`src/rtl/hint_pred_pkg.sv`:
```
package hint_pred_pkg;

  typedef enum logic [1:0] {
    HINT_BIM  = 2'b00,
    HINT_GSH  = 2'b01,
    HINT_NONE = 2'b10,
    HINT_MISS = 2'b11
  } hintCode_e;

  typedef struct packed {
    logic bimEn;
    logic gshEn;
    logic choEn;
    logic forceGsh;
    logic upd;
  } accStrobe_t;

endpackage

```
`src/rtl/pred_ctr_table.sv`:
```
module pred_ctr_table #(
  parameter int IDX_W = 6,
  parameter logic [1:0] RST_VAL = 2'b01
) (
  input  logic             clk,
  input  logic             rstN,
  input  logic [IDX_W-1:0] fIdx,
  output logic [1:0]       fVal,
  input  logic [IDX_W-1:0] rIdx,
  output logic [1:0]       rVal,
  input  logic             wrEn,
  input  logic             wrUp
);
  localparam int DEPTH = 1 << IDX_W;

  logic [1:0] cnt [DEPTH];
  logic [1:0] nextVal;

  assign fVal = cnt[fIdx];
  assign rVal = cnt[rIdx];

  always_comb begin
    if (wrUp) nextVal = (rVal == 2'd3) ? 2'd3 : rVal + 2'd1;
    else      nextVal = (rVal == 2'd0) ? 2'd0 : rVal - 2'd1;
  end

  always_ff @(posedge clk or negedge rstN) begin
    if (!rstN) begin
      for (int i = 0; i < DEPTH; i++) cnt[i] <= RST_VAL;
    end else if (wrEn) begin
      cnt[rIdx] <= nextVal;
    end
  end


  up_no_wrap_chk: assert property (@(posedge clk) disable iff (!rstN)
    (wrEn && wrUp) |=> (cnt[$past(rIdx)] != 2'd0));

  down_no_wrap_chk: assert property (@(posedge clk) disable iff (!rstN)
    (wrEn && !wrUp) |=> (cnt[$past(rIdx)] != 2'd3));

endmodule

```
`src/rtl/hint_pred_ctrl.sv`:
```
module hint_pred_ctrl
  import hint_pred_pkg::*;
#(
  parameter int PC_W = 16,
  parameter int HINT_IDX_W = 4
) (
  input  logic            clk,
  input  logic            rstN,
  input  logic            predValid,
  input  logic [PC_W-1:0] fetchPc,
  input  logic            resValid,
  input  logic [PC_W-1:0] resPc,
  input  logic            resMispred,
  input  logic            resChoGsh,
  output accStrobe_t      strb
);
  localparam int HDEPTH = 1 << HINT_IDX_W;

  logic [1:0] slot0 [HDEPTH];
  logic [1:0] slot1 [HDEPTH];
  logic [HINT_IDX_W-1:0] fIdx1, fIdx2, rIdx1, rIdx2;
  logic [1:0] fCnt, rCnt;
  logic [HINT_IDX_W-1:0] fIdxNow, rIdxNow;
  logic [1:0] hintFar, hintNear, hintSel, wrCode;
  logic unusedPcBits;

  assign fIdxNow = fetchPc[HINT_IDX_W+1:2];
  assign rIdxNow = resPc[HINT_IDX_W+1:2];
  assign unusedPcBits = ^{fetchPc[PC_W-1:HINT_IDX_W+2], fetchPc[1:0],
                          resPc[PC_W-1:HINT_IDX_W+2], resPc[1:0]};

  always_comb begin
    hintFar  = (fCnt == 2'd2) ? slot1[fIdx2] : HINT_NONE;
    hintNear = (fCnt != 2'd0) ? slot0[fIdx1] : HINT_NONE;
    hintSel  = hintFar[1] ? hintNear : hintFar;
  end

  always_comb begin
    strb          = '0;
    strb.upd      = resValid;
    strb.bimEn    = predValid && (hintSel[1] || hintSel == HINT_BIM);
    strb.gshEn    = predValid && (hintSel[1] || hintSel == HINT_GSH);
    strb.choEn    = predValid && hintSel[1];
    strb.forceGsh = predValid && (hintSel == HINT_GSH);
  end

  assign wrCode = resMispred ? HINT_MISS : (resChoGsh ? HINT_GSH : HINT_BIM);

  always_ff @(posedge clk or negedge rstN) begin
    if (!rstN) begin
      for (int i = 0; i < HDEPTH; i++) begin
        slot0[i] <= HINT_NONE;
        slot1[i] <= HINT_NONE;
      end
      fIdx1 <= '0; fIdx2 <= '0; fCnt <= '0;
      rIdx1 <= '0; rIdx2 <= '0; rCnt <= '0;
    end else begin
      if (predValid) begin
        fIdx1 <= fIdxNow;
        fIdx2 <= fIdx1;
        fCnt  <= (fCnt == 2'd2) ? 2'd2 : fCnt + 2'd1;
      end
      if (resValid) begin
        if (rCnt == 2'd2) slot1[rIdx2] <= wrCode;
        if (rCnt != 2'd0) slot0[rIdx1] <= wrCode;
        rIdx1 <= rIdxNow;
        rIdx2 <= rIdx1;
        rCnt  <= (rCnt == 2'd2) ? 2'd2 : rCnt + 2'd1;
      end
    end
  end


  full_reads_both_chk: assert property (@(posedge clk) disable iff (!rstN)
    strb.choEn |-> (strb.bimEn && strb.gshEn));

  idle_no_enable_chk: assert property (@(posedge clk) disable iff (!rstN)
    !predValid |-> !(strb.bimEn || strb.gshEn || strb.choEn));

  miss_hint_written_chk: assert property (@(posedge clk) disable iff (!rstN)
    (resValid && resMispred && rCnt != 2'd0) |=> (slot0[$past(rIdx1)] == HINT_MISS));

endmodule

```
`src/rtl/hint_pred_dpath.sv`:
```
module hint_pred_dpath
  import hint_pred_pkg::*;
#(
  parameter int PC_W = 16,
  parameter int TBL_IDX_W = 6
) (
  input  logic            clk,
  input  logic            rstN,
  input  accStrobe_t      strb,
  input  logic [PC_W-1:0] fetchPc,
  input  logic [PC_W-1:0] resPc,
  input  logic            resTaken,
  output logic            predTaken,
  output logic            resChoGsh
);
  localparam int HIST_W = TBL_IDX_W;
  localparam int N_TBL = 3;
  localparam int T_BIM = 0;
  localparam int T_GSH = 1;
  localparam int T_CHO = 2;

  logic [HIST_W-1:0] ghr;
  logic [TBL_IDX_W-1:0] fIdx [N_TBL];
  logic [TBL_IDX_W-1:0] rIdx [N_TBL];
  logic [1:0] fVal [N_TBL];
  logic [1:0] rVal [N_TBL];
  logic wrEn [N_TBL];
  logic wrUp [N_TBL];
  logic [TBL_IDX_W-1:0] fPcIdx, rPcIdx;
  logic bimRes, gshRes, compDisagree;
  logic unusedPcBits;

  assign fPcIdx = fetchPc[TBL_IDX_W+1:2];
  assign rPcIdx = resPc[TBL_IDX_W+1:2];
  assign unusedPcBits = ^{fetchPc[PC_W-1:TBL_IDX_W+2], fetchPc[1:0],
                          resPc[PC_W-1:TBL_IDX_W+2], resPc[1:0]};

  assign bimRes       = rVal[T_BIM][1];
  assign gshRes       = rVal[T_GSH][1];
  assign compDisagree = bimRes ^ gshRes;
  assign resChoGsh    = rVal[T_CHO][1];

  always_comb begin
    fIdx[T_BIM] = fPcIdx;
    fIdx[T_GSH] = fPcIdx ^ ghr;
    fIdx[T_CHO] = fPcIdx;
    rIdx[T_BIM] = rPcIdx;
    rIdx[T_GSH] = rPcIdx ^ ghr;
    rIdx[T_CHO] = rPcIdx;
    wrEn[T_BIM] = strb.upd;
    wrUp[T_BIM] = resTaken;
    wrEn[T_GSH] = strb.upd;
    wrUp[T_GSH] = resTaken;
    wrEn[T_CHO] = strb.upd && compDisagree;
    wrUp[T_CHO] = (gshRes == resTaken);
  end

  for (genvar g = 0; g < N_TBL; g++) begin : g_tbl
    pred_ctr_table #(.IDX_W(TBL_IDX_W), .RST_VAL(2'b01)) u_tbl (
      .clk  (clk),
      .rstN (rstN),
      .fIdx (fIdx[g]),
      .fVal (fVal[g]),
      .rIdx (rIdx[g]),
      .rVal (rVal[g]),
      .wrEn (wrEn[g]),
      .wrUp (wrUp[g])
    );
  end

  always_comb begin
    if (!(strb.bimEn || strb.gshEn)) predTaken = 1'b0;
    else if (strb.choEn)             predTaken = fVal[T_CHO][1] ? fVal[T_GSH][1] : fVal[T_BIM][1];
    else if (strb.forceGsh)          predTaken = fVal[T_GSH][1];
    else                             predTaken = fVal[T_BIM][1];
  end

  always_ff @(posedge clk or negedge rstN) begin
    if (!rstN)         ghr <= '0;
    else if (strb.upd) ghr <= {ghr[HIST_W-2:0], resTaken};
  end


  hist_newest_chk: assert property (@(posedge clk) disable iff (!rstN)
    strb.upd |=> (ghr[0] == $past(resTaken)));

  hist_shift_chk: assert property (@(posedge clk) disable iff (!rstN)
    strb.upd |=> (ghr[HIST_W-1:1] == $past(ghr[HIST_W-2:0])));

endmodule

```
`src/rtl/hint_gated_predictor.sv`:
```
module hint_gated_predictor
  import hint_pred_pkg::*;
#(
  parameter int PC_W = 16,
  parameter int TBL_IDX_W = 6,
  parameter int HINT_IDX_W = 4
) (
  input  logic            clk,
  input  logic            rstN,
  input  logic            predValid,
  input  logic [PC_W-1:0] fetchPc,
  input  logic            resValid,
  input  logic [PC_W-1:0] resPc,
  input  logic            resTaken,
  input  logic            resMispred,
  output logic            predTaken,
  output logic            bimEn,
  output logic            gshEn,
  output logic            choEn
);
  accStrobe_t strb;
  logic resChoGsh;

  hint_pred_ctrl #(.PC_W(PC_W), .HINT_IDX_W(HINT_IDX_W)) u_ctrl (
    .clk        (clk),
    .rstN       (rstN),
    .predValid  (predValid),
    .fetchPc    (fetchPc),
    .resValid   (resValid),
    .resPc      (resPc),
    .resMispred (resMispred),
    .resChoGsh  (resChoGsh),
    .strb       (strb)
  );

  hint_pred_dpath #(.PC_W(PC_W), .TBL_IDX_W(TBL_IDX_W)) u_dpath (
    .clk       (clk),
    .rstN      (rstN),
    .strb      (strb),
    .fetchPc   (fetchPc),
    .resPc     (resPc),
    .resTaken  (resTaken),
    .predTaken (predTaken),
    .resChoGsh (resChoGsh)
  );

  assign bimEn = strb.bimEn;
  assign gshEn = strb.gshEn;
  assign choEn = strb.choEn;

endmodule

```
`config.mk`:
```
export PLATFORM = sky130hd
export DESIGN_NAME = hint_gated_predictor
export DESIGN_NICKNAME = d
export VERILOG_FILES = /design/src/rtl/hint_pred_pkg.sv /design/src/rtl/pred_ctr_table.sv /design/src/rtl/hint_pred_ctrl.sv /design/src/rtl/hint_pred_dpath.sv /design/src/rtl/hint_gated_predictor.sv
export SDC_FILE = /design/constraint.sdc
export NUM_CORES = 1
export LEC_CHECK = 0
export CORE_UTILIZATION = 64
export CTS_BUF_LIST = sky130_fd_sc_hd__clkbuf_8 sky130_fd_sc_hd__clkbuf_16
export CTS_CLUSTER_SIZE = 14
export DETAILED_ROUTE_END_ITERATION = 10
export PLACE_DENSITY_LB_ADDON = 0.3
export SYNTH_ARGS = -nofsm -noshare
export SYNTH_HDL_FRONTEND = slang
export SYNTH_SLANG_ARGS = --single-unit
```
`constraint.sdc`:
```
create_clock -name clk -period 5.88 [get_ports clk]
set_input_delay 1.176 -clock clk [delete_from_list [all_inputs] [get_ports clk]]
set_output_delay 1.176 -clock clk [all_outputs]
set_load 0.01 [all_outputs]
```
# ---- Word level (Yosys, flattened, before mapping)
# Index checks and enable logic that the tools add are counted.
dict set report classes {
  addsub 8
  order_cmp 12
  n_eq_ne 7
  muxes 57
  bitwise 11
  reduce_logical 20
}
# cell count
set ops {}
lappend ops {{128-bit bitwise mux} 3}
lappend ops {{2-bit binary-select mux with 6-bit select} 6}
lappend ops {{2-bit 2-to-1 mux} 35}
lappend ops {{32-bit bitwise mux} 2}
lappend ops {{7-bit greater-or-equal comparator, second input constant} 4}
lappend ops {{6-bit inverter with 7-bit output} 4}
lappend ops {{2-bit demux with 6-bit select} 2}
lappend ops {{5-bit greater-or-equal comparator, second input constant} 4}
lappend ops {{4-bit inverter with 5-bit output} 4}
lappend ops {{2-bit binary-select mux with 4-bit select} 2}
lappend ops {{2-bit demux with 4-bit select} 2}
lappend ops {{7-bit by 1-bit < comparator with 1-bit output, second input constant} 2}
lappend ops {{6-bit XOR} 2}
lappend ops {{2-bit by 1-bit adder with 2-bit output, second input constant} 5}
lappend ops {{2-bit equality test, second input constant} 5}
lappend ops {{5-bit by 1-bit < comparator with 1-bit output, second input constant} 2}
lappend ops {{1-bit logical AND} 9}
lappend ops {{2-bit zero test} 4}
lappend ops {{2-bit by 1-bit subtractor with 2-bit output, second input constant} 3}
lappend ops {{1-bit 2-to-1 mux} 5}
lappend ops {{2-bit AND reduction} 2}
lappend ops {{2-bit nonzero test} 2}
lappend ops {{1-bit logical OR} 3}
lappend ops {{2-bit by 1-bit equality test with 1-bit output, second input constant} 1}
lappend ops {{2 further kinds} 2}
dict set report totals {
  regBits 474
  inputBits 38
}

# ---- Logic depth before layout (Yosys ltp)
dict set report depth {
  depth_word 11
  mapped_depth 17
  ltp_nobuf 9
}

# ---- Hierarchy
# Synthesis repeated with hierarchy kept, for this count alone.
dict set report unflattened {
  cells_unflattened 2331
  area_unflattened_um2 27189.8
}
# mod n_inst cells_each area_each_um2
set modules_own_cells {}
lappend modules_own_cells {{pred_ctr_table at u_dpath.g_tbl[0].u_tbl ...} 2 666 7511.0}
lappend modules_own_cells {{pred_ctr_table at u_dpath.g_tbl[2].u_tbl} 1 666 7673.6}
lappend modules_own_cells {hint_pred_ctrl 1 301 4082.7}
lappend modules_own_cells {hint_pred_dpath 1 32 411.6}

# ---- Worst setup path before layout
# No wires, ideal clock.
dict set report synth_path {
  path_kind {input-to-output}
  startpoint {input fetchPc[2]}
  endpoint {output predTaken}
  arrival_time_ps 4250
  setup_slack_ps 454
  path_stages 8
  path_buffers 3
  cell_sequence {clkbuf_1 > buf_1 > buf_1 > mux4_2 > mux4_2 > mux4_2 > mux2i_1 > nor2_1}
}
dict set report synth_between {
  elab_chain_len 8
  elab_cells_between_ends 16
  classes_between {mux (13); bitwise (3)}
}
# item line
set synth_rtl {}
lappend synth_rtl {{start: declaration} hint_gated_predictor.sv:11} ;# input logic [PC_W-1:0] fetchPc,
lappend synth_rtl {{6-bit XOR} hint_pred_dpath.sv:45} ;# fIdx[T_GSH] = fPcIdx ^ ghr;
lappend synth_rtl {{6-bit inverter with 7-bit output (implied by the code)} pred_ctr_table.sv:19} ;# assign fVal = cnt[fIdx];
lappend synth_rtl {{2-bit binary-select mux with 6-bit select} pred_ctr_table.sv:19}
lappend synth_rtl {{2-bit 2-to-1 mux (implied by the code) (2 in a row)} pred_ctr_table.sv:19}
lappend synth_rtl {{1-bit 2-to-1 mux (on tied branches)} {hint_pred_dpath.sv:74, hint_pred_dpath.sv:73}}
lappend synth_rtl {{1-bit 2-to-1 mux *} hint_pred_dpath.sv:73} ;# else if (strb.choEn) predTaken = fVal[T_CHO][1] ? fVal[T_GSH][1] : fVal[T_BIM][1];
lappend synth_rtl {{1-bit 2-to-1 mux *} hint_pred_dpath.sv:72} ;# if (!(strb.bimEn || strb.gshEn)) predTaken = 1'b0;
lappend synth_rtl {{end: declaration} hint_gated_predictor.sv:16} ;# output logic predTaken,
# Every way passes the cells marked *; elsewhere a longest branch is shown, timed or not. The select of a mux whose other input is x is not followed.

# ---- Final worst setup path
# Ends and elaborated chain as after synthesis.

==> impl_results.md <==
* RSZ-0062 raised after global routing: false
* Post-synthesis cell count at approximately 2600
* Die Footprint at 42110 um2
* Post-synthesis cell type count at between 70 and 80
* Leak Pwr at 10.91 nW
* Setup crit end kind: output pin
* Syn Nets at 2604
* Final core occ at 71.32%
* DR DRC count at 0
* YS warnings at 0
* Initial Util at between 60 and 70%
* GR Util All Layers at about 40%
* Number of buffers created by CTS at 51
* Placed insts at around 3000
* Worst Tran Pin Value at between 1 and 1.5 ns
* WS Path Type: in2out
* Layout cells sized above 1 at a little under 30%
* Register area at between 10000 and 15000 um2
* Antenna cells at 0
* DPL Wire Length at between 50 and 60 mm
* Initial antenna violation count at 0
* Setup slack after layout at approximately 0.3 ns
* Status: finished, final reports clean
* GPL Wtd Cong at slightly below 1
* Hold Vio Cnt, Final at 0
* Cells resized by post-CTS repair at 0
* WL final at 82.63 mm
* Sequential fraction of the synthesis area at 45.95%
* Vias in the first global route at between 20000 and 25000
* CP arrival at approximately 4.4 ns
* WL/cell at between 20 and 30 um
* Sum Neg Setup Slack at 0 ns
* Post-CTS setup buffer count at 0
* Most frequent CP cell: mux4_2
* Grt total ovfl at 0
* Number of setup violations in the final report at 0
* Commonest non-fill, non-tap cell in the layout: nand2_1
* Via count at 22440
* EDFF count, synth at 0
* Worst hold path class: reg2reg
* Fin crit period at approximately 5.6 ns
* Multi-input gate area at 13340 um2
* IO buf count at 21
* Skew-Pair Late Insertion Delay at between 0.6 and 0.7 ns
* Clock root buffer: clkbuf_16
* Fmax at 179.0 MHz
* Pre-CTS WS at ~0.35 ns
* Max-slew headroom at under 10%
* Final net count at between 2000 and 3000
* Non-filler cells, final at about 3100
* Io pins at 42
* DR vias/cell at about 7.2
* Clock Skew at 0.01729 ns
* Rows at 74
* CORE AREA at 40740 um2
* Largest net degree at the start of global routing at about 170
* Avg Inst Size Synth at a little over 10 um2
* Die W at 205.2 um
* Post-DRT Antenna Nets at 0
* Worst-path clk slew at about 0.060 ns
* Final critical-path share of the clock period at between 90% and 100%
* CTS tree: built
* Main synth FF type: dfrtp_1
* Register bit count reported by yosys at about 470
* Number of maximum-capacitance violations at 0
* Fin Hold WS at about 0.47 ns
* Most frequent cells in the layout: nand2_1, dfrtp_1, o21ai_0, nor2_1, dfstp_2
* Fraction of registers with async set/reset at between 90% and 100%
* First-pass GRT wire length at approximately 130 mm
* PwrDens at roughly 460 nW/um2
* H-tree depth at 2
* Slowest CP cell: mux4_2
* Drt pass-1 iters at 6
* Req. time, crit path at roughly 4.7 ns
* Critical path peak fanout at 22
* Max incr delay on CP at roughly 0.55 ns
* Die height at approximately 200 um
* Clock buffer depth at 3
* Num Clock Sinks at between 400 and 500
* Fill count at 2850
* CP startpoint kind: primary input
* Peak supply drop at 284.2 uV
* Iteration-0 DRC Markers at 3120
* Final Max Slew Viols at 0
* Cts hold-fix bufs at 0
* Mapped Area at 26430 um2
* Cell Chain, Critical Path: buf_2 -> buf_12 -> mux4_2 -> mux4_2 -> mux4_2 -> mux2_2 -> mux2i_1 -> nor2_1 -> clkdlybuf4s50_1
* Synthesis-to-layout area growth at 9.957%
-- synth_stat cells (5+ instances only) --
cell	n	area (um2)
nand2_1	411	1543
dfrtp_1	250	6256
nor2_1	236	885.9
o21ai_0	236	1181
dfstp_2	224	5886
a21oi_1	181	905.9
a211oi_1	117	878.3
mux2_2	116	1306
mux4_2	113	2545
clkbuf_1	91	341.6
nor3_1	82	410.4
a211oi_2	78	975.9
buf_2	45	225.2
mux2i_1	33	330.3
a221oi_1	26	227.7
o22ai_1	23	143.9
buf_6	22	247.7
buf_1	21	78.83
nand3_1	21	105.1
a22oi_1	17	127.6
nor2b_1	15	93.84
o21ai_1	14	70.07
buf_4	13	97.59
a221o_1	10	100.1
nand2b_1	10	62.56
o221ai_1	10	87.58
xor2_1	9	78.83
inv_1	8	30.03
nor4_1	8	50.05
a22o_1	7	61.31
and2_1	7	43.79
a31oi_1	6	37.54
nand4_1	6	37.54
xnor2_1	6	52.55
and3_1	5	31.28
ha_1	5	62.56
or2_2	5	31.28
or3_1	5	31.28
or4_1	5	37.54
-- sequential cells by signal, indices dropped and copies added (netlist names), 4 cells and up --
signal	cells
u_ctrl.slot0	32
u_ctrl.fIdx1	4
u_ctrl.rIdx2	4
u_ctrl.slot1	32
u_dpath.g_tbl.u_tbl.cnt	384
u_dpath.ghr	6
u_ctrl.rIdx1	4
u_ctrl.fIdx2	4
-- per-layer routing --
| layer | up-vias | track usage [%] | part of all wire, % |
|---|---|---|---|
| met5 | - | 0 | 0 |
| met4 | 0 | 25.34 | 6.9 |
| met3 | 446 | 9.487 | 12 |
| met2 | 1684 | 60.81 | 45 |
| met1 | 10930 | 52.74 | 36 |
| li1 | 9382 | - | - |
-- worst max-delay path, delay by kind of cell --
family	cells	cell delay, ns
muxes	5	2.07
buffers and inverters	3	1.02
and+or+nand+nor	1	0.11
-- logic make-up after synthesis --
family | count (synthesis) | share of synthesized area, %
DFF | 474 | 45.95
xor gates and xnor gates | 19 | 0.7860
buffers and inverters | 203 | 3.949
AOI/OAI and AO/OA | 755 | 19.21
muxes | 271 | 16.49
adders and majority gates | 8 | 0.3504
and+or+nand+nor | 831 | 13.27
-- worst paths after layout --
kind | cells after the start | startpoint | endpoint | slack (ns)
worst max-delay path | 9 | fetchPc[2] | predTaken | 0.29
worst min-delay path | 2 | u_dpath.g_tbl[1].u_tbl.cnt[86] | u_dpath.g_tbl[1].u_tbl.cnt[86] | 0.47
worst max register to register | 10 | u_dpath.ghr[2] | u_dpath.g_tbl[2].u_tbl.cnt[29] | 1.74
worst min register to register | 2 | u_dpath.g_tbl[1].u_tbl.cnt[86] | u_dpath.g_tbl[1].u_tbl.cnt[86] | 0.47
max in group asynchronous | 2 | rstN | u_dpath.g_tbl[2].u_tbl.cnt[93] | 3.91
min in group asynchronous | 1 | rstN | u_dpath.g_tbl[1].u_tbl.cnt[117] | 0.57
-- per-stage QoR --
step	instance area [um2]	power (mW)
global route	29060	13.80
finish	29060	13.28
global placement	27220	9.430
floorplan	26430	8.254
CTS	29060	13.16
detailed placement	27220	9.655
-- layout make-up --
class                           count  area share [%]
Clock buffer                       68           5.236
Clock inverter                     28           1.081
Inverter                           10          0.1292
Multi-Input combinational cell   1884           45.90
Sequential cell                   474           41.79
Tap cell                          532           2.291
Timing Repair Buffer              109           3.574
-- where the power goes --
| group | leakage (nW) | total [mW] | switching (mW) | internal (mW) |
|---|---|---|---|---|
| sequential | 5.63 | 5.39 | 0.743 | 4.65 |
| clock | 0.940 | 3.48 | 1.41 | 2.08 |
| combinational | 4.33 | 4.41 | 2.67 | 1.74 |
(Power assumes the default switching activity.)
